--- src/rtl/wdog_pkg.sv ---
package wdog_pkg;
  localparam int OVF_B  = 7;
  localparam int MODE_B = 6;
  localparam int EN_B   = 5;
  localparam int SEL_B  = 4;

  typedef struct packed {
    logic ovf;
    logic mode;
    logic en;
    logic sel;
  } wdog_ctrl_t;
endpackage

--- src/rtl/wdog_regs.sv ---
module wdog_regs
  import wdog_pkg::*;
#(
  parameter int CNT_W = 8
) (
  input  logic             clk,
  input  logic             rst,
  input  logic             hold,
  input  logic             tick_i,
  input  logic             wr_en,
  input  logic             wr_sel,
  input  logic [CNT_W-1:0] wr_data,
  input  logic             rd_ctrl_i,
  output wdog_ctrl_t       ctl_q,
  output logic [CNT_W-1:0] cnt_q,
  output logic             ovf_evt_o
);
  logic run;
  logic cnt_wr;
  logic ctl_wr;
  logic arm_q;

  assign run    = ctl_q.en & ctl_q.mode;
  assign cnt_wr = wr_en & wr_sel;
  assign ctl_wr = wr_en & ~wr_sel;

  // a counter write this cycle suppresses the wrap
  assign ovf_evt_o = run & tick_i & (&cnt_q) & ~cnt_wr & ~hold;

  always_ff @(posedge clk) begin
    if (rst || hold) begin
      cnt_q <= '0;
      ctl_q <= '0;
      arm_q <= 1'b0;
    end else begin
      if (cnt_wr)
        cnt_q <= wr_data;
      else if (run && tick_i)
        cnt_q <= cnt_q + 1'b1;

      if (ctl_wr) begin
        ctl_q.mode <= wr_data[MODE_B];
        ctl_q.en   <= wr_data[EN_B];
        ctl_q.sel  <= wr_data[SEL_B];
      end

      if (ovf_evt_o)
        ctl_q.ovf <= 1'b1;
      else if (ctl_wr && arm_q && !wr_data[OVF_B])
        ctl_q.ovf <= 1'b0;

      if (ctl_wr)
        arm_q <= 1'b0;
      else if (rd_ctrl_i && ctl_q.ovf)
        arm_q <= 1'b1;
    end
  end
endmodule

--- src/rtl/wdog_pulse.sv ---
module wdog_pulse #(
  parameter int LEN     = 518,
  parameter bit ACT_LOW = 1'b0
) (
  input  logic clk,
  input  logic rst,
  input  logic start,
  output logic pulse_o
);
  localparam int LW = $clog2(LEN + 1);
  localparam logic [LW-1:0] LAST = LW'(LEN - 1);

  logic          act_q;
  logic [LW-1:0] left_q;

  always_ff @(posedge clk) begin
    if (rst) begin
      act_q  <= 1'b0;
      left_q <= '0;
    end else if (start) begin
      act_q  <= 1'b1;
      left_q <= LAST;
    end else if (act_q) begin
      if (left_q == '0)
        act_q <= 1'b0;
      else
        left_q <= left_q - 1'b1;
    end
  end

  generate
    if (ACT_LOW) begin : g_low
      logic out_q;
      always_ff @(posedge clk) begin
        if (rst)                       out_q <= 1'b1;
        else if (start)                out_q <= 1'b0;
        else if (act_q && left_q == '0) out_q <= 1'b1;
      end
      assign pulse_o = out_q;
    end else begin : g_high
      assign pulse_o = act_q;
    end
  endgenerate
endmodule

--- src/rtl/wdog_src_flag.sv ---
module wdog_src_flag (
  input  logic clk,
  input  logic rst,
  input  logic wdog_evt,
  output logic flag_q
);
  always_ff @(posedge clk) begin
    if (rst)
      flag_q <= 1'b1;
    else if (wdog_evt)
      flag_q <= 1'b0;
  end
endmodule

--- src/rtl/wdog_rst_nmi.sv ---
module wdog_rst_nmi
  import wdog_pkg::*;
#(
  parameter int CNT_W   = 8,
  parameter int INT_LEN = 518,
  parameter int EXT_LEN = 132
) (
  input  logic             clk,
  input  logic             pin_rst,
  input  logic             tick_i,
  input  logic             wr_en,
  input  logic             wr_sel,
  input  logic [CNT_W-1:0] wr_data,
  input  logic             rd_ctrl_i,
  output logic [CNT_W-1:0] ctrl_o,
  output logic [CNT_W-1:0] count_o,
  output logic             int_rst_o,
  output logic             ext_rst_n_o,
  output logic             nmi_o,
  output logic             src_flag_o
);
  wdog_ctrl_t ctl;
  logic       ovf_evt;
  logic       rst_evt;
  logic       nmi_q;

  wdog_regs #(.CNT_W(CNT_W)) u_regs (
    .clk       (clk),
    .rst       (pin_rst),
    .hold      (int_rst_o),
    .tick_i    (tick_i),
    .wr_en     (wr_en),
    .wr_sel    (wr_sel),
    .wr_data   (wr_data),
    .rd_ctrl_i (rd_ctrl_i),
    .ctl_q     (ctl),
    .cnt_q     (count_o),
    .ovf_evt_o (ovf_evt)
  );

  assign rst_evt = ovf_evt & ctl.sel;

  wdog_pulse #(.LEN(INT_LEN), .ACT_LOW(1'b0)) u_int_pulse (
    .clk     (clk),
    .rst     (pin_rst),
    .start   (rst_evt),
    .pulse_o (int_rst_o)
  );

  wdog_pulse #(.LEN(EXT_LEN), .ACT_LOW(1'b1)) u_ext_pulse (
    .clk     (clk),
    .rst     (pin_rst),
    .start   (rst_evt),
    .pulse_o (ext_rst_n_o)
  );

  wdog_src_flag u_src (
    .clk      (clk),
    .rst      (pin_rst),
    .wdog_evt (rst_evt),
    .flag_q   (src_flag_o)
  );

  always_ff @(posedge clk) begin
    if (pin_rst || int_rst_o)
      nmi_q <= 1'b0;
    else
      nmi_q <= ovf_evt & ~ctl.sel;
  end
  assign nmi_o = nmi_q;

  always_comb begin
    ctrl_o         = '0;
    ctrl_o[OVF_B]  = ctl.ovf;
    ctrl_o[MODE_B] = ctl.mode;
    ctrl_o[EN_B]   = ctl.en;
    ctrl_o[SEL_B]  = ctl.sel;
  end
endmodule

--- config.mk ---
export PLATFORM = sky130hd
export DESIGN_NAME = wdog_rst_nmi
export DESIGN_NICKNAME = d
export VERILOG_FILES = /design/src/rtl/wdog_pkg.sv /design/src/rtl/wdog_regs.sv /design/src/rtl/wdog_pulse.sv /design/src/rtl/wdog_src_flag.sv /design/src/rtl/wdog_rst_nmi.sv
export SDC_FILE = /design/constraint.sdc
export NUM_CORES = 1
export LEC_CHECK = 0
export BUFFER_PORTS_ARGS = -buffer_cell sky130_fd_sc_hd__buf_2
export CAP_MARGIN = 20
export CORE_ASPECT_RATIO = 0.7
export CORE_MARGIN = 2
export CORE_UTILIZATION = 58
export CTS_CLUSTER_DIAMETER = 150
export DETAILED_ROUTE_END_ITERATION = 12
export PLACE_DENSITY = 0.83
export SLEW_MARGIN = 20
export SYNTH_ARGS = -nofsm -noshare
export SYNTH_HDL_FRONTEND = slang
export SYNTH_SLANG_ARGS = --single-unit
--- constraint.sdc ---
create_clock -name clk -period 3.7 [get_ports clk]
set_clock_uncertainty 0.2 [all_clocks]
set_input_delay 0.74 -clock clk [delete_from_list [all_inputs] [get_ports clk]]
set_output_delay 0.74 -clock clk [all_outputs]
set_load 0.005 [all_outputs]
Word-level counts from Yosys, hierarchy flattened
Cells that the tools add are included.
Storage, ports and cells
  register bits: 36
  input bits: 14
  output and inout bits: 20
  word-level logic and storage cells: 74
Operators by class
  add/sub/neg operators: 3
  equal/unequal tests: 2
  mux-type cells: 18
  bitwise operators: 15
  reduce and logical (&&, ||, !) cells: 21
Operator list (number)
  two-way mux 8 bit: 5
  two-way mux 10 bit: 3
  zero test 10 bit: 1
  two-way mux 1 bit: 10
  nonzero test 2 bit: 5
  subtractor 10 x 1 -> 10 bit, second input constant: 1
  bitwise AND 1 bit: 9
  adder 8 x 1 -> 8 bit, second input constant: 1
  zero test 8 bit: 1
  AND reduction 2 bit: 4
  AND reduction 8 bit: 1
  subtractor 8 x 1 -> 8 bit, second input constant: 1
  NOT 1 bit: 6
  logical AND 1 bit: 5
  inequality test 2 bit, second input constant: 2
  OR reduction 2 bit: 2
  zero test 1 bit: 1
  logical OR 1 bit: 1

Longest topological paths before layout
  depth after elaboration: 8
  gate-level depth with buffers: 7
  gate-level depth less buffers: 6

By module
Synthesis repeated with hierarchy kept, for this count alone.
Second synthesis, totals
  cells, all modules: 206
  area total of the unflattened synthesis: 1844.3 um^2
Modules (own cells, without submodules)
  wdog_regs: times used 1, cells each 72, area each 626.9 um^2, seq. area each 260.2 um^2
  wdog_pulse at u_int_pulse: times used 1, cells each 64, area each 578.1 um^2, seq. area each 220.2 um^2
  wdog_pulse at u_ext_pulse: times used 1, cells each 59, area each 533.0 um^2, seq. area each 200.2 um^2
  wdog_rst_nmi: times used 1, cells each 8, area each 75.1 um^2, seq. area each 20.0 um^2
  wdog_src_flag: times used 1, cells each 3, area each 31.3 um^2, seq. area each 20.0 um^2

Least setup slack after synthesis
No wires, ideal clock.
  path kind: in2reg
  start point: input tick_i
  end point: register u_ext_pulse.left_q[2]
  setup time: 0.129 ns
  data arrival time: 1.888 ns
  data required time: 3.371 ns
  path slack: 1.483 ns
  cell stages on the path: 5
  buffers on the path: 1
  cell sequence: nand4_1 > nand4bb_1 > o31ai_1 > clkbuf_1 > nor2_1
Between the ends
  longest elaborated chain between the ends: 6
Ends and longest elaborated chain
  start: declaration: line wdog_rst_nmi.sv:10  | input logic tick_i,
  bitwise AND 1 bit (4 in a row): line wdog_regs.sv:28  | assign ovf_evt_o = run & tick_i & (&cnt_q) & ~cnt_wr & ~hold;
  bitwise AND 1 bit: line wdog_rst_nmi.sv:41  | assign rst_evt = ovf_evt & ctl.sel;
  OR reduction 2 bit (no line)
  end signal: assignment: line wdog_pulse.sv:27  | left_q <= left_q - 1'b1;
  end: declaration: line wdog_pulse.sv:14  | logic [LW-1:0] left_q;
Every way passes these cells.
A chain may end at the register's enable or synchronous reset.

Worst setup path in the final report
  start point: input wr_en
  end point: register u_src.flag_q
Between the ends
  longest elaborated chain between the ends: 5
Ends and longest elaborated chain
  start: declaration: line wdog_rst_nmi.sv:11  | input logic wr_en,
  bitwise AND 1 bit: line wdog_regs.sv:24  | assign cnt_wr = wr_en & wr_sel;
  NOT 1 bit: line wdog_regs.sv:28
  bitwise AND 1 bit (2 in a row): line wdog_regs.sv:28
  bitwise AND 1 bit: line wdog_rst_nmi.sv:41
  end signal: assignment: line wdog_src_flag.sv:9  | flag_q <= 1'b1;
  end signal: assignment: line wdog_src_flag.sv:11  | flag_q <= 1'b0;
  end: declaration: line wdog_src_flag.sv:5  | output logic flag_q
Every way passes these cells.

==> metrics <==
status complete, no violations; RSZ-0062 raised after global routing false; PortBufs 29; Clock Pin Slew Worst Setup and Hold Paths 0.07 ns; starting density of the core 0.622; syn_area_per_cell 9.00 um2; core area 2860 um2; die footprint approximately 3500 um2; Layout area overhead 15.0%; Leakage 0.000850 uW; worst-path cell with the longest stage delay nor4bb_1; worst slew pin tran approximately 0.79 ns; vias in the first global route 1414; Setup Buffers After CTS 0; largest net degree at the start of global routing 19; num rows 16; Async S/R FF share, synth 0; initial DRC count 77; CTS Root Buffer Type clkbuf_8; antenna violations before repair 0; FF+latch count, synth 36; CP peak stage delay 0.47 ns; Post-CTS Resized 0; Post-CTS Hold Fix Bufs 0; Final min period approximately 2.4 ns; clk sink count 36; Placed Instances between 200 and 300; Nets about 240; Max-slew headroom 0.475; DR WL/cell roughly 15 um; Die H 50.4 um; clock latency at the later pin of the worst-skew pair 0.29 ns; hold crit path type reg -> reg; TritonCTS clock tree yes; worst setup path class in -> reg; Clock Path Buffers 2; Power Total roughly 820 uW; cells along the critical path buf_2, nand2_1, nor4bb_1, nand3_1, a21o_1; Worst VDD drop 0.256 mV; Period Utilization, post-route 0.643; Antenna Nets Post-Route 0; Worst Path Max Fanout 18; first-pass GRT wire length ~6200 um; ratio of cells with drive above 1 in the final layout 0.243; critical path data arrival time 2.37 ns; CP Data Required Time 3.69 ns; Synthesis Warnings 0; Fmax approximately 0.42 GHz; number of flops mapped to enable cells by yosys 0; Non-Filler Instances 262; total global-route track usage 0.231; startpoint class of the critical path primary input; cell count after synthesis 198; Power Density 402 nW/um2; Final Setup Violations 0; commonest non-fill, non-tap cells in the layout dfxtp_1, buf_2, nor2_1; commonest non-fill, non-tap cell in the layout dfxtp_1; Hold Vio Cnt, Final 0; Ant. Diodes 0; DRC Markers 0; Setup crit end kind flop; register area share after synthesis 0.404; Detailed Place HPWL 2850 um; # IOs 34; synth unique cells 46; GP Congestion 0.928; TNS Setup 0 ns; Pins Over Slew Limit 0; DP Area 1920 um2; Max-Cap Viols 0; Top FF cell, synth dfxtp_1; Layout Cell Area excl Fill 2050 um2; GRT overflow 0; Via Count 1558; vias per cell approximately 6; die extent in x approximately 70 um; H-Tree Depth 2; First-pass DRT Iterations 4; Netlist Area Pre-Place between 1500 and 2000 um2; cts bufs inserted 5; drt total wl about 3800 um
## state kept, by name, indices dropped and copies added, names as in the netlist
name                 flops
u_src.flag_q             1
u_regs.cnt_q             8
u_int_pulse.left_q      10
nmi_o                    1
u_regs.arm_q             1
u_regs.ctl_q             4
u_ext_pulse.left_q       8
u_ext_pulse.pulse_o      1
u_int_pulse.pulse_o      1
u_ext_pulse.act_q        1
## final timing paths
kind	start	slack, ns	end	cells after the start
worst max-delay path	wr_en	1.32	u_src.flag_q$_SDFFE_PP1P_	5
worst min-delay path	u_src.flag_q$_SDFFE_PP1P_	0.26	u_src.flag_q$_SDFFE_PP1P_	1
worst max register to register	u_int_pulse.left_q[0]$_SDFFE_PP0P_	1.32	u_int_pulse.left_q[2]$_SDFFE_PP0P_	6
worst min register to register	u_src.flag_q$_SDFFE_PP1P_	0.26	u_src.flag_q$_SDFFE_PP1P_	1
## synthesized netlist by cell type (6+ instances only)
master / n / area share
o31ai_1: 6 / 0.025
inv_1: 7 / 0.015
a21oi_1: 18 / 0.051
nand2_1: 8 / 0.017
xor2_1: 8 / 0.039
dfxtp_1: 36 / 0.40
clkbuf_1: 8 / 0.017
nor2_1: 20 / 0.042
o21ai_0: 6 / 0.017
a211oi_1: 7 / 0.029
## metal layers
layer	vias to the layer above	track usage	wire length, um
li1	767	-	-
met1	753	0.293	1810
met2	31	0.373	1780
met3	7	0.0783	176
met4	0	0.0705	41
met5	-	0	0
## worst max-delay path, delay by kind of cell
family                 cells  cell delay [ns]
buffers and inverters      1             0.10
AO/OA/AOI/OAI              1             0.27
AND/OR/NAND/NOR            3             1.25
## per-stage QoR
step,hold slack (ns),setup slack (ns),util
4_1_cts,0.270,1.30,0.716
6_report,0.261,1.32,0.716
3_3_place_gp,0.232,1.19,0.672
3_5_place_dp,0.248,1.01,0.672
5_1_grt,0.290,1.10,0.716
2_1_floorplan,0.245,1.48,-
## report_power, final
group,internal [uW],switching (uW)
registers,395,8.97
logic,19.9,24.3
clock network,238,138
## final cells by class
| class | instances | area [um2] |
|---|---|---|
| Multi-Input combinational cell | 145 | 978 |
| Fill cell | 236 | 813 |
| Sequential cell | 36 | 721 |
| Timing Repair Buffer | 30 | 153 |
| Clock buffer | 7 | 96.3 |
| Tap cell | 36 | 45.0 |
| Clock inverter | 1 | 30.0 |
| Inverter | 7 | 26.3 |
## logic make-up (layout without fill, tap and decap cells)
family / Yosys count / after routing / share of synthesized area
buffers and inverters: 20 / 45 / 0.0527
XOR/XNOR: 12 / 12 / 0.0590
AO/OA/AOI/OAI: 46 / 46 / 0.176
AND/OR/NAND/NOR: 72 / 72 / 0.236
flip-flops: 36 / 36 / 0.404
other: 1 / 4 / 0.00210
multiplexers: 6 / 6 / 0.0344
adder cells (fa/ha/maj): 5 / 5 / 0.0351
No activity file was read; power rests on OpenSTA's default activity.
